## config.mk

```make
export PLATFORM = sky130hd
export DESIGN_NAME = burst_shadow_update
export DESIGN_NICKNAME = d
export VERILOG_FILES = /design/src/rtl/bsu_pkg.sv /design/src/rtl/bsu_burst_seq.sv /design/src/rtl/bsu_update_ctl.sv /design/src/rtl/bsu_shadow_bank.sv /design/src/rtl/burst_shadow_update.sv
export SDC_FILE = /design/constraint.sdc
export NUM_CORES = 1
export LEC_CHECK = 0
export ABC_AREA = 1
export BUFFER_PORTS_ARGS = -buffer_cell sky130_fd_sc_hd__buf_2
export CORE_MARGIN = 4
export CORE_UTILIZATION = 50
export CTS_BUF_LIST = sky130_fd_sc_hd__clkbuf_2 sky130_fd_sc_hd__clkbuf_4 sky130_fd_sc_hd__clkbuf_8
export CTS_CLUSTER_SIZE = 30
export DETAILED_ROUTE_END_ITERATION = 6
export GPL_TIMING_DRIVEN = 0
export PLACE_DENSITY = 0.72
export REMOVE_ABC_BUFFERS = 1
export SLEW_MARGIN = 40
export SYNTH_ARGS = -nofsm -noshare
export SYNTH_HDL_FRONTEND = slang
export SYNTH_HIERARCHICAL = 1
export SYNTH_SLANG_ARGS = --single-unit
```

## constraint.sdc

```tcl
create_clock -name clk -period 4.2 [get_ports clk]
set_clock_uncertainty 0.05 [all_clocks]
set_input_delay 0.42 -clock clk [delete_from_list [all_inputs] [get_ports clk]]
set_output_delay 0.42 -clock clk [all_outputs]
set_load 0.01 [all_outputs]
```

## src/rtl/bsu_pkg.sv

```systemverilog
package bsu_pkg;
  localparam int unsigned GATE_W = 4;
  typedef enum logic [GATE_W-1:0] {
    GT_ROLL  = 4'b0000,
    GT_BURST = 4'b0001,
    GT_REP   = 4'b0010
  } gate_e;
endpackage

```

## src/rtl/bsu_burst_seq.sv

```systemverilog
module bsu_burst_seq #(
  parameter int unsigned NREG = 4,
  localparam int unsigned IW = (NREG > 1) ? $clog2(NREG) : 1
) (
  input  logic            clk,
  input  logic            rst,
  input  logic            cmp1_evt,
  input  logic            dma_ack,
  input  logic [NREG-1:0] burst_mask,
  output logic            dma_req,
  output logic            wr_en,
  output logic [IW-1:0]   wr_idx,
  output logic            done
);
  logic [NREG-1:0] rem, rem_nxt;
  logic            busy;

  // lowest pending target
  always_comb begin
    wr_idx = '0;
    for (int i = NREG - 1; i >= 0; i--)
      if (rem[i]) wr_idx = IW'(i);
  end

  assign wr_en   = busy && dma_ack;
  assign rem_nxt = rem & ~(NREG'(1) << wr_idx);

  always_ff @(posedge clk) begin
    if (rst) begin
      rem     <= '0;
      busy    <= 1'b0;
      dma_req <= 1'b0;
      done    <= 1'b0;
    end else begin
      done <= wr_en && (rem_nxt == '0);
      if (wr_en) begin
        rem <= rem_nxt;
        if (rem_nxt == '0) busy <= 1'b0;
      end
      if (dma_req && dma_ack) dma_req <= 1'b0;
      if (cmp1_evt && !busy && (|burst_mask)) begin
        dma_req <= 1'b1;
        busy    <= 1'b1;
        rem     <= burst_mask;
      end
    end
  end
endmodule

```

## src/rtl/bsu_update_ctl.sv

```systemverilog
module bsu_update_ctl
  import bsu_pkg::*;
(
  input  logic              clk,
  input  logic              rst,
  input  logic              preload_en,
  input  logic [GATE_W-1:0] gate_sel,
  input  logic              rep_upd_en,
  input  logic              rep_evt,
  input  logic              roll_evt,
  input  logic              done,
  output logic              commit
);
  logic pend, rep_hit, rep_mode;

  assign rep_mode = (gate_sel == GT_REP) && rep_upd_en;
  assign rep_hit  = rep_mode && pend && rep_evt && !done;

  always_comb begin
    commit = 1'b0;
    if (preload_en) begin
      unique case (gate_sel)
        GT_ROLL:  commit = roll_evt;
        GT_BURST: commit = done;
        GT_REP:   commit = rep_hit;
        default:  commit = 1'b0;
      endcase
    end
  end

  always_ff @(posedge clk) begin
    if (rst)                   pend <= 1'b0;
    else if (done && rep_mode) pend <= 1'b1;
    else if (rep_hit)          pend <= 1'b0;
  end
endmodule

```

## src/rtl/bsu_shadow_bank.sv

```systemverilog
module bsu_shadow_bank #(
  parameter int unsigned NREG = 4,
  parameter int unsigned DW   = 16,
  localparam int unsigned IW = (NREG > 1) ? $clog2(NREG) : 1
) (
  input  logic             clk,
  input  logic             rst,
  input  logic             preload_en,
  input  logic             commit,
  input  logic             dma_we,
  input  logic [IW-1:0]    dma_idx,
  input  logic [DW-1:0]    dma_d,
  input  logic             bus_we,
  input  logic [IW-1:0]    bus_idx,
  input  logic [DW-1:0]    bus_d,
  output logic [NREG*DW-1:0] act
);
  for (genvar g = 0; g < NREG; g++) begin : g_reg
    logic [DW-1:0] sh, ac;
    logic          hit_d, hit_b;
    assign hit_d = dma_we && (32'(dma_idx) == g);
    assign hit_b = bus_we && (32'(bus_idx) == g);

    always_ff @(posedge clk) begin
      if (rst) begin
        sh <= '0;
        ac <= '0;
      end else begin
        if (commit) ac <= sh;
        if (hit_d || hit_b) begin
          sh <= hit_d ? dma_d : bus_d;
          if (!preload_en) ac <= hit_d ? dma_d : bus_d;
        end
      end
    end
    assign act[g*DW +: DW] = ac;
  end
endmodule

```

## src/rtl/burst_shadow_update.sv

```systemverilog
module burst_shadow_update
  import bsu_pkg::*;
#(
  parameter int unsigned NREG = 4,
  parameter int unsigned DW   = 16,
  localparam int unsigned IW = (NREG > 1) ? $clog2(NREG) : 1
) (
  input  logic              clk,
  input  logic              rst,
  input  logic              reg_we,
  input  logic [IW-1:0]     reg_idx,
  input  logic [DW-1:0]     reg_wdata,
  output logic              dma_req,
  input  logic              dma_ack,
  input  logic [DW-1:0]     dma_wdata,
  input  logic              cmp1_evt,
  input  logic              rep_evt,
  input  logic              roll_evt,
  input  logic [NREG-1:0]   burst_mask,
  input  logic              preload_en,
  input  logic [GATE_W-1:0] gate_sel,
  input  logic              rep_upd_en,
  output logic              burst_done,
  output logic [NREG*DW-1:0] act_regs
);
  logic          wr_en, commit_w;
  logic [IW-1:0] wr_idx;

  bsu_burst_seq #(.NREG(NREG)) u_seq (
    .clk(clk), .rst(rst), .cmp1_evt(cmp1_evt), .dma_ack(dma_ack),
    .burst_mask(burst_mask), .dma_req(dma_req), .wr_en(wr_en),
    .wr_idx(wr_idx), .done(burst_done)
  );

  bsu_update_ctl u_ctl (
    .clk(clk), .rst(rst), .preload_en(preload_en), .gate_sel(gate_sel),
    .rep_upd_en(rep_upd_en), .rep_evt(rep_evt), .roll_evt(roll_evt),
    .done(burst_done), .commit(commit_w)
  );

  bsu_shadow_bank #(.NREG(NREG), .DW(DW)) u_bank (
    .clk(clk), .rst(rst), .preload_en(preload_en), .commit(commit_w),
    .dma_we(wr_en), .dma_idx(wr_idx), .dma_d(dma_wdata),
    .bus_we(reg_we), .bus_idx(reg_idx), .bus_d(reg_wdata),
    .act(act_regs)
  );
endmodule

```

==> out/results.ini, run 1 <==
[outcome]
status=finished clean

[critical_path]
cp_slowest_cell=inv_2
critical_path.startpoint_type=flip-flop
reg2reg_slack_ns=1.61
cpLargestDelayFamily=simple AND/OR/NAND/NOR gates
rr_startpoint=u_seq/busy
cp.arrival_ns=2.89
ff2ff_path_depth=7
cp_cell_sequence=nand2_2 > inv_2 > nand3_4 > nand2_4 > nand2_2 > nor2_1 > nor2_1
rr_endpoint=u_bank/g_reg[2].ac[4]
timing.critical_path.buf_inv=1
path_class=reg -> reg
required_ns=4.50
end_kind=flip-flop
worst-path-max-fanout=33
slowest_delay_ns=0.43

[synth]
synth_commonest_cells=nand2_1 (288), nor2_1 (265), dfxtp_1 (136)
synth_ff_type=dfxtp_1
synth_most_common_cell=nand2_1
synth_cells=1025
synth_top_area_share_pct=40.4
synth_area_leaders=dfxtp_1 (40%), nand2_1 (16%), nor2_1 (15%)
synth-seq-cells=136
async_flop_share_pct=0
syn_avg_cell_area_sq_um=6.58
yosysUniqueCellTypes=27
yosysWarningCount=6
syn_area_sq_um=6740
synth-edff-count=0
synth_top_area_cell=dfxtp_1
seq_area_frac_synth_pct=40.4

[cells_and_area]
fill_cells=1314
nNetsFinal=1156
drive_above_1_share_pct=16.5
num_antenna_cells=0
utilization_pct=58.9
area_delta_synth_final_pct=15.7
finalInstanceArea_sq_um=7800

[power_and_ir_drop]
p_leak_nw=4.04
switching_share_pct=26.8
p_clk_share_pct=40.2
power_density_nw_per_um2=393
max-vdd-ir-drop_mv=0.238
p_int_w=0.00225
seqPwrFrac_pct=46.0
p_sw_w=0.000821
power_w=0.00307
combPwrFrac_pct=13.8

[route]
viasPerCell=5.12
dr.pass1.iters=7
vias=6626
drc=0
wl_per_cell_um=14.3
antenna_left=0
routed_wl_mm=18.5
first_iter_violations=736

[sta]
maxSlewViolCount=0
max_freq_mhz=385
finalSetupViolations=0
rsz0062_at_grt=false
worstMarginPinSlew_ns=0.600
finalCriticalPeriod_ns=2.59
finalCritPeriodShare_pct=61.8
slew_headroom_pct=59.8
holdWs_ns=0.179
finalHoldViolCount=0

[cts]
cts_root_buffer=clkbuf_8
cts-resized-gates=0
post_cts.repair.setup_buffers=0
cts_tree=yes
clock-sinks=136
clockBufferDepth=2
cts-buffers-inserted=17
cts.clk_slew.worst_paths_ns=0.07
clock_latency_ns=0.45
h-tree-depth=4
cts-hold-fix-buffers=0

[global_routing]
grt_use_total_pct=24.9
grt_max_degree=71
antenna_found_initial=0
grt_pass1_wl_mm=29.7
grt_pass1_vias=5885
grt_overflow_total=0

[floorplan]
die_h_um=124
dieArea_sq_um=15400
start_util_pct=50.9
rows=42
die_w_um=124
coreArea_sq_um=13200
design.portCount=117

[place]
placed_area_sq_um=7350
gp_congestion=0.842
dp_hpwl_mm=12.2
portBuffers=116

[hold_path]
hold_depth=3
hp-start=burst_mask[0]
hold_path.class=in -> reg
holdPathEnd=u_seq/rem[0]

[job]
cap_violations=0

[placed cells by master (no fill, tap or decap), drive strengths merged]
| cell type | instances |
|---|---|
| buf | 121 |
| o21a | 1 |
| nand3 | 30 |
| bufinv | 4 |
| clkbuf | 23 |
| o211ai | 1 |
| dfxtp | 136 |
| clkinv | 5 |
| a21oi | 8 |
| o21ai | 113 |
| inv | 38 |
| nor2 | 269 |
| a22oi | 1 |
| nand2 | 302 |
| a21boi | 64 |
| nor3b | 1 |
[power groups by stage]
stage	sequential, W	clock (W)	combinational (W)
final	0.00141	0.00123	0.000423
after global routing	0.00142	0.00132	0.000480
after CTS	0.00141	0.00125	0.000420
after detailed placement	0.00144	0	0.000418
after global placement	0.00144	0	0.000406
after floorplan	0.00145	0	0.000250
[worst reg2reg max path, delay by kind of cell, from the launching register on]
kind	cells	cell delay, ns
AND/OR/NAND/NOR	6	1.60
buffers and inverters	1	0.43
flip-flops	1	0.41
[per-layer routing]
| metal | GRT usage, % | share of wire, % | vias to the layer above |
|---|---|---|---|
| li1 | - | - | 3393 |
| met1 | 34.7 | 47 | 2989 |
| met5 | 0 | 0 | - |
| met2 | 38.5 | 45 | 226 |
| met4 | 7.53 | 1.3 | 0 |
| met3 | 5.45 | 6.9 | 18 |
[layout make-up]
type	count	area [sq um]	area share, %
Inverter	39	156	2.00
Sequential cell	136	2720	34.9
Timing Repair Buffer	121	681	8.72
Tap cell	176	220	2.82
Clock inverter	8	140	1.80
Multi-Input combinational cell	790	3570	45.7
Clock buffer	23	317	4.06
[cell families after synthesis]
logic type / Yosys count / synth area share (%)
flops: 136 / 40.4
buf+inv: 99 / 6.85
simple gates: 602 / 36.2
compound gates: 188 / 16.5
[state kept, by name (all words and copies together), names as in the netlist]
name / count
u_bank/g.ac: 64
u_bank/g.sh: 64
u_seq/rem: 4
u_ctl/pend: 1
u_seq/busy: 1
u_seq/dma_req: 1
u_seq/done: 1
[metrics by stage]
| step | std cells | worst slack (ns) | TNS, ns |
|---|---|---|---|
| after floorplan | 965 | -0.0406 | -2.38 |
| after global placement | 1257 | -2.68 | -169.86 |
| after detailed placement | 1262 | 1.52 | 0 |
| after CTS | 1293 | 1.61 | 0 |
| after global routing | 1293 | 1.35 | 0 |
| final | 1293 | 1.61 | 0 |
[worst max path at each step]
stage | cells after the start | slack, ns | endpoint | start
after detailed placement | 8 | 1.52 | u_bank/g_reg[2].ac[4] | dma_ack
after floorplan | 10 | -0.04 | u_bank/g_reg[0].ac[6] | gate_sel[2]
after global placement | 11 | -2.68 | u_bank/g_reg[1].ac[1] | gate_sel[2]
after CTS | 7 | 1.61 | u_bank/g_reg[2].ac[4] | u_seq/busy
after global routing | 7 | 1.35 | u_bank/g_reg[2].ac[13] | u_seq/busy
final | 7 | 1.61 | u_bank/g_reg[2].ac[4] | u_seq/busy
Power figures use the tool's default switching activity.
==> run 2, diff against run 1 <==
==> constraint.sdc (replaced) <==
create_clock -name clk -period 2.4 [get_ports clk]
set_clock_uncertainty 0.05 [all_clocks]
set_input_delay 0.24 -clock clk [delete_from_list [all_inputs] [get_ports clk]]
set_output_delay 0.24 -clock clk [all_outputs]
set_load 0.01 [all_outputs]
==> out/results.ini, run 2 (synthesis results as in run 1) <==
[route]
antenna_left=0  ; unchanged
drc=0  ; unchanged
routed_wl_mm=18.6  ; was 18.5 mm
first_iter_violations=724  ; was 736
vias=6692  ; was 6626
dr.pass1.iters=5  ; was 7
viasPerCell=5.15  ; was 5.12
wl_per_cell_um=14.3  ; about the same

[global_routing]
grt_max_degree=71  ; unchanged
grt_use_total_pct=24.9  ; about the same
grt_pass1_vias=5892  ; was 5885
grt_overflow_total=0  ; unchanged
antenna_found_initial=0  ; unchanged
grt_pass1_wl_mm=29.8  ; was 29.7 mm

[critical_path]
ff2ff_path_depth=7  ; unchanged
cpMostUsedCell=nor2_1
required_ns=2.69  ; was 4.50 ns
worst-path-max-fanout=33  ; unchanged
slowest_delay_ns=0.41  ; was 0.43 ns
path_depth=7  ; unchanged
cp_slowest_cell=dfxtp_1  ; was inv_2
timing.critical_path.buf_inv=2  ; was 1
cp.arrival_ns=2.51  ; was 2.89 ns
critical_path.startpoint_type=flip-flop  ; unchanged
rr_startpoint=u_seq/busy  ; unchanged
end_kind=flip-flop  ; unchanged
reg2reg_slack_ns=0.18  ; was 1.61 ns
rr_endpoint=u_bank/g_reg[3].sh[8]  ; was u_bank/g_reg[2].ac[4]
cpLargestDelayFamily=simple AND/OR/NAND/NOR gates  ; unchanged
cp_cell_sequence=nand2_2 > inv_4 > nand3_4 > nand2_8 > inv_1 > nor2_1 > nor2_1  ; was nand2_2 > inv_2 > nand3_4 > nand2_4 > nand2_2 > nor2_1 > nor2_1
path_class=reg -> reg  ; unchanged

[cells_and_area]
multi_input_area_sq_um=3610  ; was 3570 sq um
final_cell_mix=nand2_1 (288), nor2_1 (264), dfxtp_1 (136), buf_2 (116), o21ai_0 (113)  ; was nand2_1 (288), nor2_1 (265), dfxtp_1 (136), buf_2 (116), o21ai_0 (113)
area.sequential_sq_um=2720  ; unchanged
drive_above_1_share_pct=16.8  ; was 16.5%
area_delta_synth_final_pct=17.1  ; was 15.7%
reg_top3=u_bank/g.ac: 64 flops, u_bank/g.sh: 64 flops, u_seq/rem: 4 flops  ; unchanged
nNetsFinal=1162  ; was 1156
final_common_cell=nand2_1  ; unchanged
num_antenna_cells=0  ; unchanged
fill_cells=1293  ; was 1314
utilization_pct=59.7  ; was 58.9%

[hold_path]
hp-start=rst  ; was burst_mask[0]
hold_path.class=in -> reg  ; unchanged
holdPathEnd=u_ctl/pend  ; was u_seq/rem[0]
hold_depth=2  ; was 3

[sta]
worstMarginPinSlew_ns=0.567  ; was 0.600 ns
max_freq_mhz=451  ; was 385 MHz
rsz0062_at_grt=false  ; unchanged
finalHoldViolCount=0  ; unchanged
finalSetupViolations=0  ; unchanged
holdWs_ns=0.0572  ; was 0.179 ns
setup_tns_ns=0  ; unchanged
finalCriticalPeriod_ns=2.22  ; was 2.59 ns
finalCritPeriodShare_pct=92.4  ; was 61.8%
maxSlewViolCount=0  ; unchanged
slew_headroom_pct=61.8  ; was 59.8%

[outcome]
status=finished clean  ; unchanged

[place]
portBuffers=116  ; unchanged
gp_congestion=0.842  ; unchanged
dp_hpwl_mm=12.2  ; unchanged

[power_and_ir_drop]
power_density_nw_per_um2=683  ; was 393 nW/um^2
p_leak_nw=4.09  ; was 4.04 nW
max-vdd-ir-drop_mv=0.423  ; was 0.238 mV
power_w=0.00540  ; was 0.00307 W

[floorplan]
die_w_um=124  ; unchanged
design.portCount=117  ; unchanged
rows=42  ; unchanged
dieArea_sq_um=15400  ; unchanged
die_h_um=124  ; unchanged
start_util_pct=50.9  ; unchanged
coreArea_sq_um=13200  ; unchanged

[cts]
clockBufferDepth=2  ; unchanged
clock_latency_ns=0.45  ; about the same
cts_root_buffer=clkbuf_8  ; unchanged
clock-sinks=136  ; unchanged
cts.clk_slew.worst_paths_ns=0.07  ; about the same
cts_tree=yes  ; unchanged
cts-buffers-inserted=17  ; unchanged
h-tree-depth=4  ; unchanged

[job]
cap_violations=0  ; unchanged

[run 2: changes by cell type in the layout (fill, tap and decap cells not counted), sizes merged]
cell and change:
buf +4, dlygate4sd3 +2
[run 2: area by class of cell]
class / instances / share of cell area, %
tap: 176 / 2.79
clock inverter: 8 / 1.77
clock buffer: 23 / 4.01
sequential: 136 / 34.5
multi-input combinational: 790 / 45.7
timing repair buffer: 127 / 9.25
inverter: 39 / 2.01
[run 2: worst max-delay path by stage]
| stage | start | end |
|---|---|---|
| global route | u_seq/busy | u_bank/g_reg[2].ac[13] |
| CTS | u_seq/busy | u_bank/g_reg[1].ac[7] |
| finish | u_seq/busy | u_bank/g_reg[3].sh[8] |
| detailed placement | u_seq/busy | u_bank/g_reg[2].ac[4] |
| global placement | gate_sel[2] | u_bank/g_reg[1].ac[1] |
| floorplan | u_seq/done | u_bank/g_reg[0].ac[6] |
[run 2: per-layer routing]
layer	vias up	GRT usage (%)	share of wire, %
li1	3414	-	-
met1	3027	34.6	46
met2	236	38.6	45
met5	-	0	0
met3	15	5.45	7.2
met4	0	7.53	1.2
[run 2: stage by stage]
step	worst slack (ns)	cell area, sq um	instances
2_1_floorplan	-1.71	6430	965
3_3_place_gp	-4.30	7230	1257
3_5_place_dp	-0.179	7350	1262
4_1_cts	0.0101	7830	1295
5_1_grt	0.0215	7900	1299
6_report	0.181	7900	1299
[run 2: power breakdown]
part,switching [W],internal [W]
Sequential,0.0000727,0.00240
Clock,0.000869,0.00129
Combinational,0.000504,0.000267
Total,0.00145,0.00395
[run 2: worst register-to-register path, cell delays in order (launching register included)]
cell and delay (ns):
dfxtp_1 0.41, nand2_2 0.14, inv_4 0.30, nand3_4 0.38, nand2_8 0.28, inv_1 0.28
nor2_1 0.21, nor2_1 0.06
[run 2: repair_timing]
action | 4_1_cts | 5_1_grt
setup endpoints to repair | 49 | 77
hold buffers | 2 | 0
pin swaps | 0 | 1
setup buffers | 0 | 4
endpoints found under the hold margin | 2 | 0
gates resized for setup | 3 | 5
